### src/rtl/rtc_cal_pkg.sv
package rtc_cal_pkg;

   localparam int REG_W    = 8;
   localparam int NUM_REGS = 8;
   localparam int ADDR_W   = $clog2(NUM_REGS);

   typedef enum logic [ADDR_W-1:0] {
      REG_CENTI = 3'd0,
      REG_SEC   = 3'd1,
      REG_MIN   = 3'd2,
      REG_HOUR  = 3'd3,
      REG_WDAY  = 3'd4,
      REG_DATE  = 3'd5,
      REG_MONTH = 3'd6,
      REG_YEAR  = 3'd7
   } reg_sel_e;

   // Counter-field storage masks (day field keeps only its count bits;
   // the control bits of that register live in the top).
   localparam logic [REG_W-1:0] FLD_MASK  [NUM_REGS] =
      '{8'hFF, 8'h7F, 8'h7F, 8'hBF, 8'h07, 8'h3F, 8'h1F, 8'hFF};
   // Last value before wrap (date entry is replaced by the month length).
   localparam logic [REG_W-1:0] FLD_CEIL  [NUM_REGS] =
      '{8'h99, 8'h59, 8'h59, 8'h23, 8'h07, 8'h31, 8'h12, 8'h99};
   // Value after wrap.
   localparam logic [REG_W-1:0] FLD_FLOOR [NUM_REGS] =
      '{8'h00, 8'h00, 8'h00, 8'h00, 8'h01, 8'h01, 8'h01, 8'h00};
   // Value after reset.
   localparam logic [REG_W-1:0] FLD_RST   [NUM_REGS] =
      '{8'h00, 8'h00, 8'h00, 8'h00, 8'h01, 8'h01, 8'h01, 8'h00};

   // Add one to a two-digit BCD value.
   function automatic logic [REG_W-1:0] bcd_incr(input logic [REG_W-1:0] v);
      logic [REG_W-1:0] r;
      if (v[3:0] >= 4'd9) r = {v[7:4] + 4'd1, 4'd0};
      else                r = {v[7:4], v[3:0] + 4'd1};
      return r;
   endfunction

   // Number of days (BCD) in a BCD month of a BCD two-digit year.
   function automatic logic [REG_W-1:0] month_days(input logic [4:0] mon,
                                                   input logic [REG_W-1:0] yr);
      logic [REG_W-1:0] ybin;
      logic             leap;
      logic [REG_W-1:0] d;
      ybin = ({4'd0, yr[7:4]} * 8'd10) + {4'd0, yr[3:0]};
      leap = (ybin[1:0] == 2'b00);
      case (mon)
         5'h02:                      d = leap ? 8'h29 : 8'h28;
         5'h04, 5'h06, 5'h09, 5'h11: d = 8'h30;
         default:                    d = 8'h31;
      endcase
      return d;
   endfunction

endpackage

### src/rtl/rtc_tick_prescale.sv
module rtc_tick_prescale #(
   parameter int TICK_DIV = 1
) (
   input  logic clk,
   input  logic rst_n,
   input  logic tick_i,
   input  logic run_i,
   input  logic clr_i,
   output logic step_o
);

   localparam int CNT_W = (TICK_DIV > 1) ? $clog2(TICK_DIV) : 1;
   localparam logic [CNT_W-1:0] LAST = CNT_W'(TICK_DIV - 1);

   if (TICK_DIV < 1) begin : g_bad_div
      $error("rtc_tick_prescale: TICK_DIV must be at least 1");
   end

   logic [CNT_W-1:0] phase_q;

   always_ff @(posedge clk) begin
      if (!rst_n)               phase_q <= '0;
      else if (clr_i)           phase_q <= '0;
      else if (tick_i && run_i) phase_q <= (phase_q == LAST) ? '0 : phase_q + 1'b1;
   end

   assign step_o = tick_i & run_i & (phase_q == LAST);

   if (TICK_DIV > 1) begin : g_gap_chk
      AST_STEP_SPACING: assert property (@(posedge clk) disable iff (!rst_n)
         step_o |=> !step_o);
   end

endmodule

### src/rtl/rtc_bcd_field.sv
module rtc_bcd_field
   import rtc_cal_pkg::*;
#(
   parameter logic [REG_W-1:0] MASK    = 8'hFF,
   parameter logic [REG_W-1:0] FLOOR   = 8'h00,
   parameter logic [REG_W-1:0] RST_VAL = 8'h00
) (
   input  logic             clk,
   input  logic             rst_n,
   input  logic             inc_i,
   input  logic             wr_i,
   input  logic [REG_W-1:0] wr_data_i,
   input  logic [REG_W-1:0] ceil_i,
   output logic [REG_W-1:0] val_o,
   output logic             wrap_o
);

   if ((RST_VAL & ~MASK) != '0) begin : g_bad_rst
      $error("rtc_bcd_field: reset value outside storage mask");
   end
   if ((FLOOR & ~MASK) != '0) begin : g_bad_floor
      $error("rtc_bcd_field: wrap value outside storage mask");
   end

   logic [REG_W-1:0] val_q;
   logic             at_top;

   assign at_top = (val_q >= ceil_i);
   assign wrap_o = inc_i & ~wr_i & at_top;

   always_ff @(posedge clk) begin
      if (!rst_n)     val_q <= RST_VAL;
      else if (wr_i)  val_q <= wr_data_i & MASK;
      else if (inc_i) val_q <= at_top ? FLOOR : (bcd_incr(val_q) & MASK);
   end

   assign val_o = val_q;

   AST_FIELD_LOAD: assert property (@(posedge clk) disable iff (!rst_n)
      wr_i |=> (val_q == ($past(wr_data_i) & MASK)));

   AST_FIELD_RANGE: assert property (@(posedge clk) disable iff (!rst_n)
      (inc_i && !wr_i && val_q >= FLOOR && val_q <= ceil_i && val_q[3:0] <= 4'd9)
      |=> (val_q[3:0] <= 4'd9 && val_q >= FLOOR && val_q <= $past(ceil_i)));

endmodule

### src/rtl/rtc_hour_field.sv
module rtc_hour_field
   import rtc_cal_pkg::*;
(
   input  logic             clk,
   input  logic             rst_n,
   input  logic             inc_i,
   input  logic             wr_i,
   input  logic [REG_W-1:0] wr_data_i,
   output logic [REG_W-1:0] val_o,
   output logic             wrap_o
);

   localparam logic [REG_W-1:0] HR_MASK = 8'hBF;

   logic [REG_W-1:0] val_q;
   logic [REG_W-1:0] nxt;
   logic             roll;

   logic       mode12;
   logic       pm;
   logic [4:0] h12;
   logic [5:0] h24;

   assign mode12 = val_q[7];
   assign pm     = val_q[5];
   assign h12    = val_q[4:0];
   assign h24    = val_q[5:0];

   always_comb begin
      nxt  = val_q;
      roll = 1'b0;
      if (mode12) begin
         if (h12 == 5'h11) begin
            nxt  = {1'b1, 1'b0, ~pm, 5'h12};
            roll = pm;
         end else if (h12 >= 5'h12) begin
            nxt = {1'b1, 1'b0, pm, 5'h01};
         end else if (h12[3:0] >= 4'd9) begin
            nxt = {1'b1, 1'b0, pm, 1'b1, 4'h0};
         end else begin
            nxt = {1'b1, 1'b0, pm, h12[4], h12[3:0] + 4'd1};
         end
      end else begin
         if (h24 >= 6'h23) begin
            nxt  = 8'h00;
            roll = 1'b1;
         end else if (h24[3:0] >= 4'd9) begin
            nxt = {2'b00, h24[5:4] + 2'd1, 4'h0};
         end else begin
            nxt = {2'b00, h24[5:4], h24[3:0] + 4'd1};
         end
      end
   end

   assign wrap_o = inc_i & ~wr_i & roll;

   always_ff @(posedge clk) begin
      if (!rst_n)     val_q <= '0;
      else if (wr_i)  val_q <= wr_data_i & HR_MASK;
      else if (inc_i) val_q <= nxt;
   end

   assign val_o = val_q;

   AST_HOUR12_RANGE: assert property (@(posedge clk) disable iff (!rst_n)
      (inc_i && !wr_i && val_q[7] && val_q[4:0] >= 5'h01 && val_q[4:0] <= 5'h12
       && val_q[3:0] <= 4'd9)
      |=> (val_q[7] && val_q[4:0] >= 5'h01 && val_q[4:0] <= 5'h12));

   AST_PM_HOLD: assert property (@(posedge clk) disable iff (!rst_n)
      (inc_i && !wr_i && val_q[7] && val_q[4:0] != 5'h11)
      |=> (val_q[5] == $past(val_q[5])));

   AST_HOUR24_RANGE: assert property (@(posedge clk) disable iff (!rst_n)
      (inc_i && !wr_i && !val_q[7] && val_q[5:0] <= 6'h23 && val_q[3:0] <= 4'd9)
      |=> (!val_q[7] && val_q[5:0] <= 6'h23 && val_q[3:0] <= 4'd9));

endmodule

### src/rtl/rtc_calendar_core.sv
module rtc_calendar_core
   import rtc_cal_pkg::*;
#(
   parameter int TICK_DIV = 1
) (
   input  logic              clk,
   input  logic              rst_n,
   input  logic              tick_i,
   input  logic              wr_en_i,
   input  logic [ADDR_W-1:0] wr_addr_i,
   input  logic [REG_W-1:0]  wr_data_i,
   input  logic [ADDR_W-1:0] rd_addr_i,
   output logic [REG_W-1:0]  rd_data_o,
   output logic              osc_off_o,
   output logic              rst_ignore_o
);

   if (NUM_REGS != 8 || REG_W != 8) begin : g_bad_map
      $error("rtc_calendar_core: register map must be eight bytes");
   end

   logic [REG_W-1:0]    fld [NUM_REGS];
   logic [NUM_REGS-1:0] wr_sel;
   logic [NUM_REGS-1:0] wrap;
   logic [NUM_REGS-1:0] inc;
   logic                osc_off_q;
   logic                rst_ign_q;
   logic                step;

   always_comb begin
      for (int i = 0; i < NUM_REGS; i++) begin
         wr_sel[i] = wr_en_i && (wr_addr_i == ADDR_W'(i));
      end
   end

   rtc_tick_prescale #(.TICK_DIV(TICK_DIV)) u_prescale (
      .clk    (clk),
      .rst_n  (rst_n),
      .tick_i (tick_i),
      .run_i  (~osc_off_q),
      .clr_i  (wr_sel[REG_CENTI]),
      .step_o (step)
   );

   // Carry chain: day of week and date both follow the hour wrap.
   always_comb begin
      inc            = '0;
      inc[REG_CENTI] = step;
      inc[REG_SEC]   = wrap[REG_CENTI];
      inc[REG_MIN]   = wrap[REG_SEC];
      inc[REG_HOUR]  = wrap[REG_MIN];
      inc[REG_WDAY]  = wrap[REG_HOUR];
      inc[REG_DATE]  = wrap[REG_HOUR];
      inc[REG_MONTH] = wrap[REG_DATE];
      inc[REG_YEAR]  = wrap[REG_MONTH];
   end

   logic unused_wraps;
   assign unused_wraps = wrap[REG_WDAY] ^ wrap[REG_YEAR];

   for (genvar g = 0; g < NUM_REGS; g++) begin : g_fld
      if (g == int'(REG_HOUR)) begin : g_hour
         rtc_hour_field u_hour (
            .clk       (clk),
            .rst_n     (rst_n),
            .inc_i     (inc[g]),
            .wr_i      (wr_sel[g]),
            .wr_data_i (wr_data_i),
            .val_o     (fld[g]),
            .wrap_o    (wrap[g])
         );
      end else begin : g_bcd
         logic [REG_W-1:0] ceil_l;
         if (g == int'(REG_DATE)) begin : g_dyn
            assign ceil_l = month_days(fld[REG_MONTH][4:0], fld[REG_YEAR]);
         end else begin : g_fix
            assign ceil_l = FLD_CEIL[g];
         end
         rtc_bcd_field #(
            .MASK    (FLD_MASK[g]),
            .FLOOR   (FLD_FLOOR[g]),
            .RST_VAL (FLD_RST[g])
         ) u_fld (
            .clk       (clk),
            .rst_n     (rst_n),
            .inc_i     (inc[g]),
            .wr_i      (wr_sel[g]),
            .wr_data_i (wr_data_i),
            .ceil_i    (ceil_l),
            .val_o     (fld[g]),
            .wrap_o    (wrap[g])
         );
      end
   end

   always_ff @(posedge clk) begin
      if (!rst_n) begin
         osc_off_q <= 1'b1;
         rst_ign_q <= 1'b1;
      end else if (wr_sel[REG_WDAY]) begin
         osc_off_q <= wr_data_i[5];
         rst_ign_q <= wr_data_i[4];
      end
   end

   always_comb begin
      if (rd_addr_i == REG_WDAY)
         rd_data_o = {2'b00, osc_off_q, rst_ign_q, 1'b0, fld[REG_WDAY][2:0]};
      else
         rd_data_o = fld[rd_addr_i];
   end

   assign osc_off_o    = osc_off_q;
   assign rst_ignore_o = rst_ign_q;

   AST_OSC_FREEZE: assert property (@(posedge clk) disable iff (!rst_n)
      (osc_off_q && !wr_en_i) |=> $stable(fld[REG_CENTI]));

   AST_DAY_RANGE: assert property (@(posedge clk) disable iff (!rst_n)
      (inc[REG_WDAY] && !wr_sel[REG_WDAY] && fld[REG_WDAY] >= 8'h01 && fld[REG_WDAY] <= 8'h07)
      |=> (fld[REG_WDAY] >= 8'h01 && fld[REG_WDAY] <= 8'h07));

endmodule

### config.mk
export PLATFORM = sky130hd
export DESIGN_NAME = rtc_calendar_core
export DESIGN_NICKNAME = d
export VERILOG_FILES = /design/src/rtl/rtc_cal_pkg.sv /design/src/rtl/rtc_tick_prescale.sv /design/src/rtl/rtc_bcd_field.sv /design/src/rtl/rtc_hour_field.sv /design/src/rtl/rtc_calendar_core.sv
export SDC_FILE = /design/constraint.sdc
export NUM_CORES = 1
export LEC_CHECK = 0
export BUFFER_PORTS_ARGS = -buffer_cell sky130_fd_sc_hd__buf_4
export CAP_MARGIN = 10
export CORE_MARGIN = 3
export CORE_UTILIZATION = 56
export CTS_CLUSTER_DIAMETER = 150
export DETAILED_ROUTE_END_ITERATION = 7
export GPL_TIMING_DRIVEN = 0
export HOLD_SLACK_MARGIN = 0.05
export PLACE_DENSITY = 0.77
export SLEW_MARGIN = 20
export SYNTH_ARGS = -nofsm -noshare
export SYNTH_HDL_FRONTEND = slang
export SYNTH_SLANG_ARGS = --single-unit
### constraint.sdc
create_clock -name clk -period 3.4 [get_ports clk]
set_clock_uncertainty 0.05 [all_clocks]
set_input_delay 1.02 -clock clk [delete_from_list [all_inputs] [get_ports clk]]
set_output_delay 1.02 -clock clk [all_outputs]
set_load 0.02 [all_outputs]
## After elaboration in Yosys (flattened, before gate mapping)

Cells that the tools add are included.

- Flip-flop bits (word level): 55
- Input port bits: 18
- Output and inout port bits: 10
- Logic and storage cells: 180

- $add $sub $neg: 17
- $mul: 1
- Order comparisons: 18
- Equality and inequality tests: 16
- Multiplexer cells: 46
- Bitwise gates (word level): 25
- Reductions and logical operators: 37

Operators with widths:

| cell | number |
|---|---|
| 2-to-1 mux 8 bit | 17 |
| 2-to-1 mux 7 bit | 8 |
| adder 4 x 1 -> 4 bit, second input constant | 9 |
| >= comparator 4 bit, second input constant | 8 |
| 2-to-1 mux 6 bit | 5 |
| 2-to-1 mux 5 bit | 5 |
| binary-select mux 8 bit (select 3 bit) | 1 |
| nonzero test 3 bit | 6 |
| >= comparator 8 bit, second input constant | 2 |
| nonzero test 2 bit | 8 |
| equality test 3 bit, second input constant | 5 |
| bitwise AND 1 bit | 14 |
| >= comparator 7 bit, second input constant | 2 |
| 2-to-1 mux 3 bit | 4 |
| AND reduction 2 bit | 6 |
| equality test 5 x 3 -> 1 bit, second input constant | 2 |
| equality test 5 bit, second input constant | 2 |
| >= comparator 5 bit, second input constant | 2 |
| NOT 1 bit | 10 |
| case mux 5 bit (2 select lines) | 1 |
| adder 3 x 1 -> 3 bit, second input constant | 3 |
| logical AND 1 bit | 9 |
| equality test 3 x 2 -> 1 bit, second input constant | 2 |
| >= comparator 6 bit | 1 |
| 20 further kinds | 28 |

## Longest topological paths before layout

Gate-level depths: netlist (run 1).

- Depth in word-level cells: 17
- Gate-level depth with buffers: 12
- Gate-level depth less buffers: 12

## Cells and area by module

A second synthesis (run 1) with hierarchy kept.

- Cells, all modules: 677
- Area total of the unflattened synthesis: 5804.3 um2

By module, submodules not included:

| module | times used | cells an instance | area an instance (um2) | seq. area each (um2) |
|---|---|---|---|---|
| rtc_bcd_field at g_fld[0].g_bcd.u_fld ... | 2 | 94 | 805.8 | 160.2 |
| rtc_bcd_field at g_fld[1].g_bcd.u_fld ... | 2 | 82 | 688.2 | 140.1 |
| rtc_calendar_core | 1 | 71 | 732.0 | 40.0 |
| rtc_bcd_field at g_fld[5].g_bcd.u_fld | 1 | 74 | 639.4 | 120.1 |
| rtc_hour_field | 1 | 75 | 624.3 | 140.1 |
| rtc_bcd_field at g_fld[6].g_bcd.u_fld | 1 | 66 | 511.7 | 100.1 |
| rtc_bcd_field at g_fld[4].g_bcd.u_fld | 1 | 38 | 302.8 | 60.1 |
| rtc_tick_prescale | 1 | 1 | 6.3 | 0.0 |

## Least setup slack after synthesis (run 1)

No wires, ideal clock.

- Kind: in2out
- Start point: input port rd_addr_i[0]
- End point: output port rd_data_o[1]
- Data arrival time: 2.540 ns
- Data required time: 2.330 ns
- Setup slack: -0.210 ns
- Stages: 4
- Buffers on the path: 2
- Cells stage by stage: clkbuf_1 -> buf_1 -> mux4_2 -> o21ai_0

- Word-level cells in the longest chain between the ends: 5
- Elaborated cells on any way between the ends: 6
- Classes of those cells: 1 x eq/ne; 4 x mux; 1 x bitwise

Ends and longest elaborated chain:

| what | line | text |
|---|---|---|
| start: declaration | rtc_calendar_core.sv:12 | `input logic [ADDR_W-1:0] rd_addr_i,` |
| NOT 3 -> 4 bit (not written as such) | rtc_calendar_core.sv:110 | `rd_data_o = fld[rd_addr_i];` |
| binary-select mux 8 bit (select 3 bit) | rtc_calendar_core.sv:110 |  |
| 2-to-1 mux 8 bit (not written as such) (2 in a row) | rtc_calendar_core.sv:110 |  |
| 2-to-1 mux 8 bit * | rtc_calendar_core.sv:107 | `if (rd_addr_i == REG_WDAY)` |
| end: declaration | rtc_calendar_core.sv:13 | `output logic [REG_W-1:0] rd_data_o,` |

Mark *: on every way between the ends. The rest lies on a longest branch, timed or not. The select of a mux whose other input is x is not followed.

## Worst setup path after layout (run 1)

Same ends and word-level chain as after synthesis.

==> summary.txt, run 1 <==
Floorplanning
  • Row Count: 32
  • I/O Pins: 28
  • Die width: ~96 um
  • DIE HEIGHT: 95.60 um
  • Initial core utilization: 57.88%
  • Die Footprint: roughly 9100 sq um
  • Core ar.: 7767 sq um

Route
  • Vias per cell: 6.697
  • Drt wl/cell: a little over 20 um
  • Drt drc: 0
  • DRT Pass-1 Iters: 5
  • Detailed-route via count: approximately 4600
  • Post-route ant nets: 0
  • Starting DRC count in detailed routing: ~460
  • Final wirelength: ~14000 um

Clock tree
  • Hold-fix buffers, CTS: 0
  • CTS tree: built
  • Insertion delay to the later sink of the worst-skew pair: ~320 ps
  • H-tree levels: 2
  • Maximum clock insertion buffer count: 2
  • TritonCTS Buffers: 5
  • CTS sink count: 53
  • Reg clk slew, reported paths: 90 ps
  • CTS root buf: clkbuf_8

Cells and area
  • Final Non-Filler Cells: approximately 700
  • Area occupied by multi-input gates: ~3200 sq um
  • Diodes inserted: 0
  • Post-route cell area: a little under 5000 sq um
  • Layout Nets: 640
  • Final core utilization: between 60% and 70%
  • Share of cells above drive strength 1: 13.85%
  • Area Growth Syn to Fin: 9.769%
  • # fillers: a little over 700
  • Reg area: ~1100 sq um

Setup path
  • WS Path Type: input pin to primary output
  • CP endpoint kind: primary output
  • CP cell instances: clkbuf_2, buf_4, mux4_2, nand2_1, o21ai_1, buf_4
  • Worst path bufs/invs: 3
  • CP required: 2330 ps
  • Biggest cell delay along the critical path: 350 ps
  • Most used cell, CP: buf_4
  • Worst Setup Start Kind: input pin
  • CP delay by family, top: buffers and inverters
  • Critical Path AT: 2260 ps
  • Crit Path Max Fanout: 10
  • CP max stage cell: mux4_2

Yosys
  • Post-synth EDFFs: 0
  • Average cell area after synthesis: a little over 8 sq um
  • Mapped cell area: around 4500 sq um
  • Syn_nets: roughly 610
  • Cell with the most instances after synthesis: dfxtp_1
  • Synth async-reset ratio: 0%
  • Synth Flop Type: dfxtp_1
  • Cell variety after synth: 82
  • Seq/Total Area, Yosys: between 20% and 30%
  • Synth top area share: 23.60%
  • Synth top cells by count: dfxtp_1 (53), o21ai_0 (50), nand2_1 (44)
  • Yosys reg bits: 53
  • Synth top area cells: dfxtp_1 (24%), ha_1 (11%), o21ai_0 (5.6%)
  • Post-Syn Instances: 551
  • Post-synth top area cell: dfxtp_1
  • Synth Warn #: 0

STA
  • Fin crit period: 3334 ps
  • Peak Freq: roughly 0.30 GHz
  • Max-slew violations: 0
  • Worst-Margin Slew: ~940 ps
  • Fin crit share: 98.07%
  • Slew margin rel.: between 30% and 40%
  • RSZ-0062 raised after global routing: no
  • Hold WS: between 400 and 500 ps
  • Final Setup Violations: 0
  • Hold Vio Cnt, Final: 0

Status
  • Status: finished clean

Pwr
  • Total power: between 1000 and 1500 uW
  • Pwr per Cell Area: around 250 nW/um^2
  • Peak supply drop: roughly 0.22 mV
  • P_leak: just under 0.002 uW

Flow run
  • Max cap viols: 0

Min path
  • Hold/Removal Path Class: flip-flop to flip-flop

Global routing
  • Total global routing overflow: 0
  • Largest net degree at the start of global routing: 15
  • Total Routing Usage GR: just over 30%
  • Initial antenna violation count: 0
  • Vias in the first global route: a little over 4000
  • First-pass GRT wire length: 21380 um

Place
  • Dpl cells: a little under 700
  • Input/output buffers: 25
  • Placed instance area: just under 5000 sq um
  • DPL Wire Length: around 10000 um
  • Gpl congestion: slightly below 1
-- through the flow --
step                      TNS, ps  setup slack [ps]
after floorplan                 0             78.43
after global placement      -1521            -174.2
after detailed placement    -2258            -207.6
after CTS                       0             32.82
after global routing            0             3.936
final                           0             65.75
-- layout by cell type, fill, tap and decap left out, types with 4 or more instances in the layout --
| cell | instances |
|---|---|
| a211oi_1 | 6 |
| a21oi_1 | 38 |
| a31oi_1 | 14 |
| and2_1 | 4 |
| and3_1 | 6 |
| buf_2 | 9 |
| buf_4 | 27 |
| clkbuf_1 | 15 |
| clkbuf_8 | 5 |
| dfxtp_1 | 53 |
| ha_1 | 38 |
| inv_1 | 31 |
| mux2i_1 | 6 |
| mux4_2 | 10 |
| nand2_1 | 44 |
| nand2b_1 | 5 |
| nand3_1 | 24 |
| nand4_1 | 5 |
| nand4b_1 | 7 |
| nor2_1 | 37 |
| nor2b_1 | 6 |
| nor3_1 | 10 |
| nor3b_1 | 8 |
| nor4_1 | 5 |
| o211ai_1 | 5 |
| o21ai_0 | 47 |
| o31a_1 | 5 |
| o31ai_1 | 17 |
| or4_1 | 4 |
| xor2_1 | 4 |
-- power breakdown --
part	internal, uW	total (uW)	leakage, uW	switching (uW)
Sequential	637	662	0.000430	25.1
Combinational	88.3	225	0.00146	137
Clock	147	360	0.0000395	213
-- cell type report --
| class | count | area share [%] |
|---|---|---|
| well taps | 102 | 2.586 |
| inverters | 31 | 2.358 |
| clock buffers | 8 | 1.623 |
| plain buffers | 29 | 2.992 |
| repair buffers | 26 | 3.955 |
| flip-flops and latches | 53 | 21.50 |
| multi-input cells | 438 | 64.98 |
-- repair_timing --
item | in CTS | in global routing
pin swaps | 0 | 0
setup buffers | 0 | 1
endpoints found under the hold margin | 0 | 0
endpoints found under the setup margin | 20 | 11
resized for setup | 6 | 4
-- worst register-to-register path, cell delays in order, from the launching register on --
cell and delay [ps]:
dfxtp_1 500, inv_1 110, ha_1 240, nor4b_4 140, o21ai_0 80, o211a_1 170, ha_1 220, or4b_1 530
a211o_4 410, and4b_4 250, nand4_1 160, nor3b_1 80, o31a_1 230
-- worst paths after layout --
check                                              startpoint                       endpoint  slack, ps  cells after the start
worst min register to register                   rst_ignore_o                   rst_ignore_o        480                      2
worst max-delay path                             rd_addr_i[0]                   rd_data_o[1]         70                      6
worst min-delay path                             rst_ignore_o                   rst_ignore_o        480                      2
worst max register to register  g_fld[6].g_bcd.u_fld.val_o[0]  g_fld[7].g_bcd.u_fld.val_o[2]        120                     12
-- state kept, by name, indices dropped and copies added (netlist names) --
register	flops
osc_off_o	1
g_fld.g_bcd.u_fld.val_o	44
rst_ignore_o	1
g_fld.g_hour.u_hour.val_o	7
-- cells by family after synthesis --
family                   count (synthesis)  share of synthesized area (%)
AO/OA/AOI/OAI                          178                          26.50
XOR/XNOR                                 6                          1.169
adder cells (fa/ha/maj)                 38                          10.58
flip-flops                              53                          23.60
multiplexers                            19                          7.097
AND/OR/NAND/NOR                        197                          25.47
buffers and inverters                   60                          5.594
-- routing by layer --
layer | share of wire, % | vias to the layer above | track usage, %
met4 | 2.6 | 0 | 9.242
met5 | 0 | - | 0
met2 | 46 | 249 | 49.22
li1 | - | 2159 | -
met3 | 9.4 | 26 | 4.262
met1 | 42 | 2167 | 43.02
(Power assumes the default switching activity.)
==> inputs of run 2 (changes only) <==
--- a/config.mk
+++ b/config.mk
@@ -7,13 +7,12 @@
 export LEC_CHECK = 0
 export BUFFER_PORTS_ARGS = -buffer_cell sky130_fd_sc_hd__buf_4
 export CAP_MARGIN = 10
-export CORE_MARGIN = 3
-export CORE_UTILIZATION = 56
+export CORE_UTILIZATION = 60
 export CTS_CLUSTER_DIAMETER = 150
 export DETAILED_ROUTE_END_ITERATION = 7
 export GPL_TIMING_DRIVEN = 0
 export HOLD_SLACK_MARGIN = 0.05
-export PLACE_DENSITY = 0.77
+export PLACE_DENSITY = 0.79
 export SLEW_MARGIN = 20
 export SYNTH_ARGS = -nofsm -noshare
 export SYNTH_HDL_FRONTEND = slang
==> constraint.sdc (replaced) <==
create_clock -name clk -period 4.2 [get_ports clk]
set_clock_uncertainty 0.05 [all_clocks]
set_input_delay 1.26 -clock clk [delete_from_list [all_inputs] [get_ports clk]]
set_output_delay 1.26 -clock clk [all_outputs]
set_load 0.02 [all_outputs]
==> run 2 against run 1 <==
Global-route usage increased by 4.5 points. Sequential cell count unchanged. Non-clock buffer count is 1 lower. Setup slack improved by 57 ps. Clock power is 8.3% lower. Critical path type unchanged.
==> summary.txt, run 2 (synthesized netlist as in run 1, its figures left out) <==
STA
  • Max-slew violations: 0
  • Hold WS: 458.1 ps
  • Fin crit share: between 90 and 100%
  • RSZ-0062 raised after global routing: no
  • Slew margin rel.: a little over a third
  • Final Setup Violations: 0
  • Fin crit period: 4077 ps
  • Worst-Margin Slew: about 960 ps
  • Final worst slack: 122.9 ps
  • Peak Freq: 0.2453 GHz
  • Hold Vio Cnt, Final: 0

Route
  • Starting DRC count in detailed routing: between 300 and 400
  • Post-route ant nets: 0
  • Vias per cell: slightly below 7
  • DRT Pass-1 Iters: 5
  • Detailed-route via count: 4698
  • Drt drc: 0
  • Final wirelength: between 10000 and 15000 um
  • Drt wl/cell: around 20 um

Cells and area
  • # fillers: ~640
  • Layout Nets: between 600 and 700
  • Most common cell after layout, fill and taps aside: dfxtp_1
  • Diodes inserted: 0
  • Final core utilization: 67.72%
  • Final Non-Filler Cells: between 600 and 700
  • Max reg flops: between 40 and 50
  • Area Growth Syn to Fin: 9.268%
  • Area occupied by multi-input gates: about 3200 sq um
  • Share of cells above drive strength 1: between 10% and 20%
  • Reg area: ~1100 sq um
  • Commonest cells after routing, fill and taps aside: dfxtp_1 (53), o21ai_0 (50), nand2_1 (44), a21oi_1 (38), ha_1 (38)

Setup path
  • CP delay by family, top: buffers and inverters
  • CP cell instances: clkbuf_2, clkbuf_1, mux4_2, nand2_1, o21ai_0, buf_4
  • Crit Path Max Fanout: 10
  • CP max stage cell: clkbuf_1
  • Critical Path AT: 2770 ps
  • CP Launch Point: rd_addr_i[1]
  • Biggest cell delay along the critical path: approximately 420 ps
  • Worst Setup Start Kind: input pin
  • WS Path Type: input pin to primary output
  • CP required: 2890 ps
  • Crit Reg-Reg Startpoint: g_fld[6].g_bcd.u_fld.val_o[0]
  • Worst path bufs/invs: 3
  • CP endpoint kind: primary output

Pwr
  • P_leak: a little under 0.002 uW
  • Sw frac: just under 30%
  • Clock power share: 31.6%
  • NetSw: a little over 300 uW
  • Internal power: roughly 740 uW
  • Pwr per Cell Area: 212.6 nW/um^2
  • Flop pwr share: a little over 50%
  • Peak supply drop: roughly 0.17 mV
  • Combinational share of power: between 15 and 20%

Clock tree
  • CTS sink count: 53
  • CTS root buf: clkbuf_8
  • Hold-fix buffers, CTS: 0
  • H-tree levels: 2
  • Postcts setup bufs: 0
  • Insertion delay to the later sink of the worst-skew pair: between 300 and 400 ps
  • TritonCTS Buffers: 5
  • Maximum clock insertion buffer count: 2
  • CTS tree: built
  • Reg clk slew, reported paths: 100 ps

Floorplanning
  • I/O Pins: 28
  • Die Footprint: 7843 sq um
  • Die width: 88.56 um
  • Row Count: 31
  • DIE HEIGHT: between 80 and 90 um
  • Initial core utilization: between 60 and 70%
  • Core ar.: ~7300 sq um

Place
  • DPL Wire Length: just over 10000 um
  • Dpl cells: slightly below 700
  • Gpl congestion: approximately 0.94
  • Pre-CTS setup slack: -134.8 ps
  • Input/output buffers: 25

Flow run
  • Max cap viols: 0

Global routing
  • Initial antenna violation count: 0
  • Total Routing Usage GR: between 30% and 40%
  • Largest net degree at the start of global routing: 16
  • Vias in the first global route: roughly 4200
  • Total global routing overflow: 0
  • First-pass GRT wire length: 20710 um

Status
  • Status: finished clean

Min path
  • Hold wc startpoint: rst_ignore_o
  • Hold/Removal Path Class: flip-flop to flip-flop
## run 2: cell type report
cell class | count | share of cell area (%)
well taps | 99 | 2.522
multi-input cells | 438 | 64.80
clock buffers | 7 | 1.961
clock inverters | 1 | 0.1019
flip-flops and latches | 53 | 21.60
repair buffers | 25 | 3.821
plain buffers | 29 | 2.827
inverters | 31 | 2.369
## run 2: metal layers
metal / routed length, um / vias up / track usage [%] / part of all wire (%)
met5: 0 / - / 0 / 0
met4: 709 / 0 / 16.86 / 5.2
met3: 1315 / 63 / 5.504 / 9.6
met2: 6085 / 282 / 57.76 / 45
met1: 5529 / 2198 / 45.58 / 41
li1: - / 2155 / - / -
## run 2: per-stage QoR
stage	power, uW	instance area, sq um	setup TNS [ps]
final	1044	4912	0
after global routing	1078	4912	0
after CTS	1042	4911	0
after detailed placement	720.1	4807	-499.7
after global placement	714.8	4807	-313.2
after floorplan	651.4	4496	0
## run 2: power groups by stage
| stage | Sequential (uW) | Clock [uW] | Combinational (uW) |
|---|---|---|---|
| global route | 536 | 348 | 194 |
| detailed placement | 546 | 0 | 174 |
| floorplan | 540 | 0 | 111 |
| finish | 535 | 330 | 180 |
| CTS | 534 | 333 | 175 |
| global placement | 545 | 0 | 170 |
## run 2: repair_timing
item                       4_1_cts  5_1_grt
pin swaps                        0        0
resized for setup                2        2
setup endpoints to repair        5        3
## run 2: path summary, 6_finish.rpt
kind / to / slack (ps) / cells past startpoint
setup reg to reg: g_fld[7].g_bcd.u_fld.val_o[2] / 430 / 12
hold / removal: rst_ignore_o / 460 / 2
setup / recovery: rd_data_o[0] / 120 / 6
hold reg to reg: rst_ignore_o / 460 / 2
## run 2: worst reg2reg max path, stage by stage (launching register included)
cell and delay [ps]:
dfxtp_1 410, inv_1 120, ha_1 210, nor4b_1 500, o21ai_0 190, o211a_1 170
ha_1 270, or4b_1 500, a211o_1 420, and4b_4 290, nand4_1 190, nor3b_1 90
o31a_1 260
